<file path="src/rtl/sptw_pkg.sv">
package sptw_pkg;

    typedef enum logic [2:0] {
        S_IDLE     = 3'd0,
        S_CHECK    = 3'd1,
        S_READ_PTE = 3'd2,
        S_WAIT_PTE = 3'd3,
        S_DONE     = 3'd4
    } walk_state_e;

    typedef enum logic [1:0] {
        F_NONE   = 2'b00,
        F_LIMIT  = 2'b01,
        F_RIGHTS = 2'b10
    } fault_e;

    localparam int RIGHTS_W = 2;
    localparam int RD_BIT   = 0;
    localparam int WR_BIT   = 1;

endpackage

</file>
<file path="src/rtl/sptw_seg_select.sv">
module sptw_seg_select #(
    parameter int SEG_W  = 4,
    parameter int PTB_W  = 24,
    parameter int BND_W  = 9,
    parameter int RGT_W  = 2,
    localparam int NSEG  = 1 << SEG_W,
    localparam int ENT_W = PTB_W + BND_W + RGT_W
) (
    input  logic [NSEG*ENT_W-1:0] table_flat,
    input  logic [SEG_W-1:0]      seg,
    output logic [PTB_W-1:0]      base,
    output logic [BND_W-1:0]      limit,
    output logic [RGT_W-1:0]      rights
);
    logic [ENT_W-1:0] entries [NSEG];

    for (genvar s = 0; s < NSEG; s++) begin : g_unpack
        assign entries[s] = table_flat[s*ENT_W +: ENT_W];
    end

    logic [ENT_W-1:0] sel;
    always_comb begin
        sel    = entries[seg];
        rights = sel[RGT_W-1:0];
        limit  = sel[RGT_W +: BND_W];
        base   = sel[RGT_W+BND_W +: PTB_W];
    end
endmodule

</file>
<file path="src/rtl/sptw_access_check.sv">
module sptw_access_check
    import sptw_pkg::*;
#(
    parameter int PAGE_W = 8,
    localparam int BND_W = PAGE_W + 1
) (
    input  logic [RIGHTS_W-1:0] rights,
    input  logic [BND_W-1:0]    limit,
    input  logic [PAGE_W-1:0]   page,
    input  logic                is_write,
    output fault_e              fault
);
    logic rights_bad;
    logic limit_bad;

    always_comb begin
        rights_bad = !rights[RD_BIT] || (is_write && !rights[WR_BIT]);
        limit_bad  = {1'b0, page} >= limit;
        if (rights_bad)      fault = F_RIGHTS;
        else if (limit_bad)  fault = F_LIMIT;
        else                 fault = F_NONE;
    end
endmodule

</file>
<file path="src/rtl/sptw_addr_compose.sv">
module sptw_addr_compose #(
    parameter int PAGE_W = 8,
    parameter int OFF_W  = 12,
    parameter int PTB_W  = 24,
    parameter int PTE_W  = 16,
    localparam int PTE_SHIFT = $clog2(PTE_W / 8),
    localparam int PA_W  = PTE_W + OFF_W
) (
    input  logic [PTB_W-1:0]  base,
    input  logic [PAGE_W-1:0] page,
    input  logic [OFF_W-1:0]  offset,
    input  logic [PTE_W-1:0]  pte,
    output logic [PTB_W-1:0]  pte_addr,
    output logic [PA_W-1:0]   paddr
);
    always_comb begin
        pte_addr = base + (PTB_W'(page) << PTE_SHIFT);
        paddr    = {pte, offset};
    end
endmodule

</file>
<file path="src/rtl/segpage_walker.sv">
module segpage_walker
    import sptw_pkg::*;
#(
    parameter int SEG_W  = 4,
    parameter int PAGE_W = 8,
    parameter int OFF_W  = 12,
    parameter int PTB_W  = 24,
    parameter int PTE_W  = 16,
    localparam int NSEG  = 1 << SEG_W,
    localparam int BND_W = PAGE_W + 1,
    localparam int ENT_W = PTB_W + BND_W + RIGHTS_W,
    localparam int VA_W  = SEG_W + PAGE_W + OFF_W,
    localparam int PA_W  = PTE_W + OFF_W
) (
    input  logic                  clk,
    input  logic                  rst_n,
    input  logic [NSEG*ENT_W-1:0] seg_table,
    input  logic                  req_valid,
    output logic                  req_ready,
    input  logic [VA_W-1:0]       req_vaddr,
    input  logic                  req_write,
    output logic                  mem_req,
    output logic [PTB_W-1:0]      mem_addr,
    input  logic                  mem_valid,
    input  logic [PTE_W-1:0]      mem_data,
    output logic                  rsp_valid,
    output logic [PA_W-1:0]       rsp_paddr,
    output logic [1:0]            rsp_fault
);
    typedef struct packed {
        walk_state_e      state;
        logic [VA_W-1:0]  vaddr;
        logic             write;
        logic [PTB_W-1:0] pte_addr;
        logic [PA_W-1:0]  paddr;
        fault_e           fault;
    } walk_t;

    walk_t walk_d, walk_q;

    // field split of the held virtual address
    logic [SEG_W-1:0]  seg_f;
    logic [PAGE_W-1:0] page_f;
    logic [OFF_W-1:0]  off_f;
    assign seg_f  = walk_q.vaddr[OFF_W+PAGE_W +: SEG_W];
    assign page_f = walk_q.vaddr[OFF_W +: PAGE_W];
    assign off_f  = walk_q.vaddr[OFF_W-1:0];

    logic [PTB_W-1:0]    seg_base;
    logic [BND_W-1:0]    seg_limit;
    logic [RIGHTS_W-1:0] seg_rights;
    fault_e              chk_fault;
    logic [PTB_W-1:0]    pte_addr_w;
    logic [PA_W-1:0]     paddr_w;

    sptw_seg_select #(
        .SEG_W (SEG_W),
        .PTB_W (PTB_W),
        .BND_W (BND_W),
        .RGT_W (RIGHTS_W)
    ) u_sel (
        .table_flat (seg_table),
        .seg        (seg_f),
        .base       (seg_base),
        .limit      (seg_limit),
        .rights     (seg_rights)
    );

    sptw_access_check #(
        .PAGE_W (PAGE_W)
    ) u_chk_acc (
        .rights   (seg_rights),
        .limit    (seg_limit),
        .page     (page_f),
        .is_write (walk_q.write),
        .fault    (chk_fault)
    );

    sptw_addr_compose #(
        .PAGE_W (PAGE_W),
        .OFF_W  (OFF_W),
        .PTB_W  (PTB_W),
        .PTE_W  (PTE_W)
    ) u_addr (
        .base     (seg_base),
        .page     (page_f),
        .offset   (off_f),
        .pte      (mem_data),
        .pte_addr (pte_addr_w),
        .paddr    (paddr_w)
    );

    always_comb begin
        walk_d = walk_q;
        unique case (walk_q.state)
            S_IDLE: begin
                if (req_valid) begin
                    walk_d.state = S_CHECK;
                    walk_d.vaddr = req_vaddr;
                    walk_d.write = req_write;
                end
            end
            S_CHECK: begin
                walk_d.pte_addr = pte_addr_w;
                walk_d.fault    = chk_fault;
                walk_d.paddr    = '0;
                if (chk_fault != F_NONE) walk_d.state = S_DONE;
                else                     walk_d.state = S_READ_PTE;
            end
            S_READ_PTE: begin
                walk_d.state = S_WAIT_PTE;
            end
            S_WAIT_PTE: begin
                if (mem_valid) begin
                    walk_d.paddr = paddr_w;
                    walk_d.state = S_DONE;
                end
            end
            S_DONE: begin
                walk_d.state = S_IDLE;
            end
            default: walk_d.state = S_IDLE;
        endcase
    end

    always_ff @(posedge clk) begin
        if (!rst_n) begin
            walk_q.state    <= S_IDLE;
            walk_q.vaddr    <= '0;
            walk_q.write    <= 1'b0;
            walk_q.pte_addr <= '0;
            walk_q.paddr    <= '0;
            walk_q.fault    <= F_NONE;
        end else begin
            walk_q <= walk_d;
        end
    end

    assign req_ready = (walk_q.state == S_IDLE);
    assign mem_req   = (walk_q.state == S_READ_PTE);
    assign mem_addr  = walk_q.pte_addr;
    assign rsp_valid = (walk_q.state == S_DONE);
    assign rsp_paddr = walk_q.paddr;
    assign rsp_fault = walk_q.fault;

endmodule

</file>
<file path="config.mk">
export PLATFORM = sky130hd
export DESIGN_NAME = segpage_walker
export DESIGN_NICKNAME = d
export VERILOG_FILES = /design/src/rtl/sptw_pkg.sv /design/src/rtl/sptw_seg_select.sv /design/src/rtl/sptw_access_check.sv /design/src/rtl/sptw_addr_compose.sv /design/src/rtl/segpage_walker.sv
export SDC_FILE = /design/constraint.sdc
export NUM_CORES = 1
export LEC_CHECK = 0
export ABC_AREA = 1
export BUFFER_PORTS_ARGS = -buffer_cell sky130_fd_sc_hd__buf_2
export CELL_PAD_IN_SITES_DETAIL_PLACEMENT = 0
export CELL_PAD_IN_SITES_GLOBAL_PLACEMENT = 1
export CORE_AREA = 3 3 253 255
export DETAILED_ROUTE_END_ITERATION = 10
export DIE_AREA = 0 0 256 258
export GPL_TIMING_DRIVEN = 0
export HOLD_SLACK_MARGIN = 0.02
export PLACE_DENSITY = 0.59
export SLEW_MARGIN = 10
export SYNTH_ARGS = -nofsm -noshare
export SYNTH_HDL_FRONTEND = slang
export SYNTH_SLANG_ARGS = --single-unit
</file>
<file path="constraint.sdc">
create_clock -name clk -period 4.5 [get_ports clk]
set_input_delay 0.675 -clock clk [delete_from_list [all_inputs] [get_ports clk]]
set_output_delay 0.675 -clock clk [all_outputs]
set_load 0.02 [all_outputs]
</file>
==> results_dict.tcl <==
set metrics [dict create \
    register_area_um2 1642 \
    drt_pre_antenna_iters 5 \
    slew_viol_final 0 \
    crit_arrival_ps 4390 \
    cp_max_fo 10 \
    drtAntennaViolNets 0 \
    first_global_vias 15350 \
    synth_area_per_cell_um2 5.553 \
    filler_cell_count 7371 \
    remaining_drc_errors 0 \
    grt_overflow_total 0 \
    power_density_nw_per_um2 312.0 \
    die_area_um2 66050 \
    netlist_area_um2 9807 \
    layout_common_cells "694 x buf_2, 450 x nand2_1, 234 x nor2_1, 219 x nand3_1, 196 x o21ai_0" \
    grt_max_degree 20 \
    synth_seq_area_share_pct 16.74 \
    avgViaCountPerCell 4.492 \
    setup_viol 0 \
    grt_first_pass_wirelength_um 103200 \
    antenna_found_initial 19 \
    tns_ps 0 \
    synth_nets 2388 \
    ys.flop_type "dfxtp_1" \
    min_path_cells 2 \
    cp-start-kind "flip-flop" \
    synth_top_area_share_pct 17.22 \
    yosys_warnings 0 \
    endpoint_kind "flip-flop" \
    async_flop_share_pct 0 \
    period_minus_slack_ps 4182 \
    post_route_cells_drive_above_1_share_pct 34.69 \
    drt_iter0_drc 861 \
    r2r_slack_ps 320 \
    wl_per_cell_um 22.08 \
    status "finished clean" \
    hold_viol 0 \
    ys_seq_elements 82 \
    r2r_cells 22 \
    peakVddDrop_v 0.0001919 \
    nets 3056 \
    fp-row-count 91 \
    synthCells 1766 \
    critPathKind "flip-flop to flip-flop" \
    synthTopCellsByArea "nand2_1 17%, dfxtp_1 17%, nand3_1 11%" \
    startpoint "seg_f[0]" \
    placedInstanceArea_um2 14160 \
    ioPinCount 662 \
    grt_usage_pct 20.82 \
    dieHeight_um 258 \
    synth_cell_types 39 \
    core-area_um2 61830 \
    crit_required_ps 4710 \
    gp_congestion 0.9385 \
    worst_pin_slew_ps 908.6 \
    synth_edf_count 0 \
    r2r_end "mem_addr[16]" \
    cts_hold_buf 0 \
    post_cts_buffers 0 \
    layout_worst_path_cycle_share_pct 92.94 \
    portBuffers 661 \
    drv_cap 0 \
    die_w_um 256 \
    finalClockSkew_ps 10.67 \
    hold_path_class "flip-flop to flip-flop" \
    clk_pin_slew_ps 70 \
    final_common_cell "buf_2" \
    cts_tree "yes" \
    yosysTopAreaCell "nand2_1" \
    fmax_mhz 239.1 \
    wirelength_um 72630 \
    finalInstanceArea_um2 14550 \
    areaGrowthSynthToFinish_pct 48.33 \
    clock_latency_ps 350 \
    cts_buffers 9 \
    clock_sinks 82 \
    start_util_pct 15.86 \
    reg2reg_from "seg_f[0]" \
    clk_path_buf_depth 2 \
    h-tree-depth 3 \
    cts_root_buf "clkbuf_16" \
    hpwlAfterDp_um 61630 \
    p_leak_uw 0.007634 \
    num_vias 14770 \
    slew_headroom_pct 39.20 \
    hp-start "mem_addr[17]" \
    multi_input_area_um2 6475 \
    hold_path_end "mem_addr[17]" \
]
## state kept, by name (all words and copies together) (netlist names)
name,count
off_f,12
walk_q,4
rsp_paddr,28
page_f,8
seg_f,4
mem_addr,24
rsp_fault,2
## where the power goes
part / switching (uW) / internal (uW) / leakage [uW]
sequential: 53.9 / 812 / 0.000670
clock: 362 / 396 / 0.000149
combinational: 1930 / 989 / 0.00682
total: 2340 / 2200 / 0.00763
## layout make-up
| class | instances | share of cell area [%] |
|---|---|---|
| tap | 837 | 7.199 |
| multi-input combinational | 1349 | 44.51 |
| clock inverter | 7 | 0.5419 |
| clock buffer | 9 | 1.548 |
| timing repair buffer | 661 | 22.74 |
| sequential | 82 | 11.28 |
| antenna | 13 | 0.2236 |
| buffer | 189 | 8.232 |
| inverter | 142 | 3.716 |
## cell families (layout without fill, tap and decap cells)
kind of cell | count (synthesis) | after routing | synth area share, %
simple gates | 936 | 936 | 39.67
compound gates | 389 | 389 | 23.31
buf+inv | 335 | 1008 | 17.42
flops | 82 | 82 | 16.74
fa+ha+maj | 17 | 17 | 2.245
xor+xnor | 7 | 7 | 0.6252
other cells | 0 | 13 | 0
## per-layer routing
| layer | wire, um | GRT usage (%) | share of wire [%] |
|---|---|---|---|
| met1 | 28980 | 24.00 | 40 |
| met2 | 37670 | 39.62 | 52 |
| met3 | 4193 | 3.550 | 5.8 |
| met4 | 1769 | 5.179 | 2.4 |
| met5 | 21 | 0 | 0.029 |
## critical path: stages, from the launching register on
cell,delay (ps)
dfxtp_1,340
buf_6,150
buf_8,160
buf_6,150
buf_2,250
buf_4,260
clkbuf_4,310
o21ai_1,220
o221ai_1,360
nand3_1,110
nand2_1,110
ha_1,280
a21oi_1,140
nand2_1,110
nand2_1,90
nand2_1,50
nand2_1,80
nand2_1,130
nand2_1,140
inv_1,120
nand3_2,130
xor2_1,230
a21oi_1,90
## synth_stat cells (2+ instances only)
cell,instances
nand2_1,450
nor2_1,234
nand3_1,219
o21ai_0,197
inv_1,135
dfxtp_1,82
buf_4,69
a21oi_1,64
clkbuf_1,60
o221ai_1,52
buf_2,42
o211ai_1,30
o22ai_1,22
buf_6,16
ha_1,16
nand2_2,13
o21ai_1,10
nor3_1,7
buf_1,5
nand4_1,5
o21bai_1,4
xor2_1,4
a31oi_1,3
inv_2,3
nand3_2,3
xnor2_1,3
a21oi_2,2
a22o_1,2
a32o_1,2
clkinv_1,2
nand3b_1,2
## stage by stage
| stage | instances | worst slack [ps] | util [%] | hold slack, ps | total power, uW |
|---|---|---|---|---|---|
| 2_1_floorplan | 1766 | 1291 | - | 427.3 | 2552 |
| 3_3_place_gp | 3264 | -414.9 | 22.91 | 447.8 | 3828 |
| 3_5_place_dp | 3264 | -449.8 | 22.91 | 448.8 | 3818 |
| 4_1_cts | 3278 | 7.259 | 23.40 | 462.8 | 4599 |
| 5_1_grt | 3283 | -8.771 | 23.50 | 482.9 | 4912 |
| 6_report | 3289 | 317.7 | 23.53 | 458.8 | 4538 |
## worst max-delay path by stage
stage / end / slack [ps] / cells after the start
final: mem_addr[16] / 320 / 22
after global routing: mem_addr[19] / -9 / 24
after CTS: mem_addr[14] / 7 / 23
after detailed placement: mem_addr[14] / -450 / 20
after global placement: mem_addr[14] / -410 / 20
after floorplan: mem_addr[19] / 1290 / 23
## what timing repair did
item                                    4_1_cts  5_1_grt
endpoints found under the hold margin         0        0
endpoints found under the setup margin       15       13
resized for setup                             8       30
Note: power is estimated with default switching activity, not from simulation.
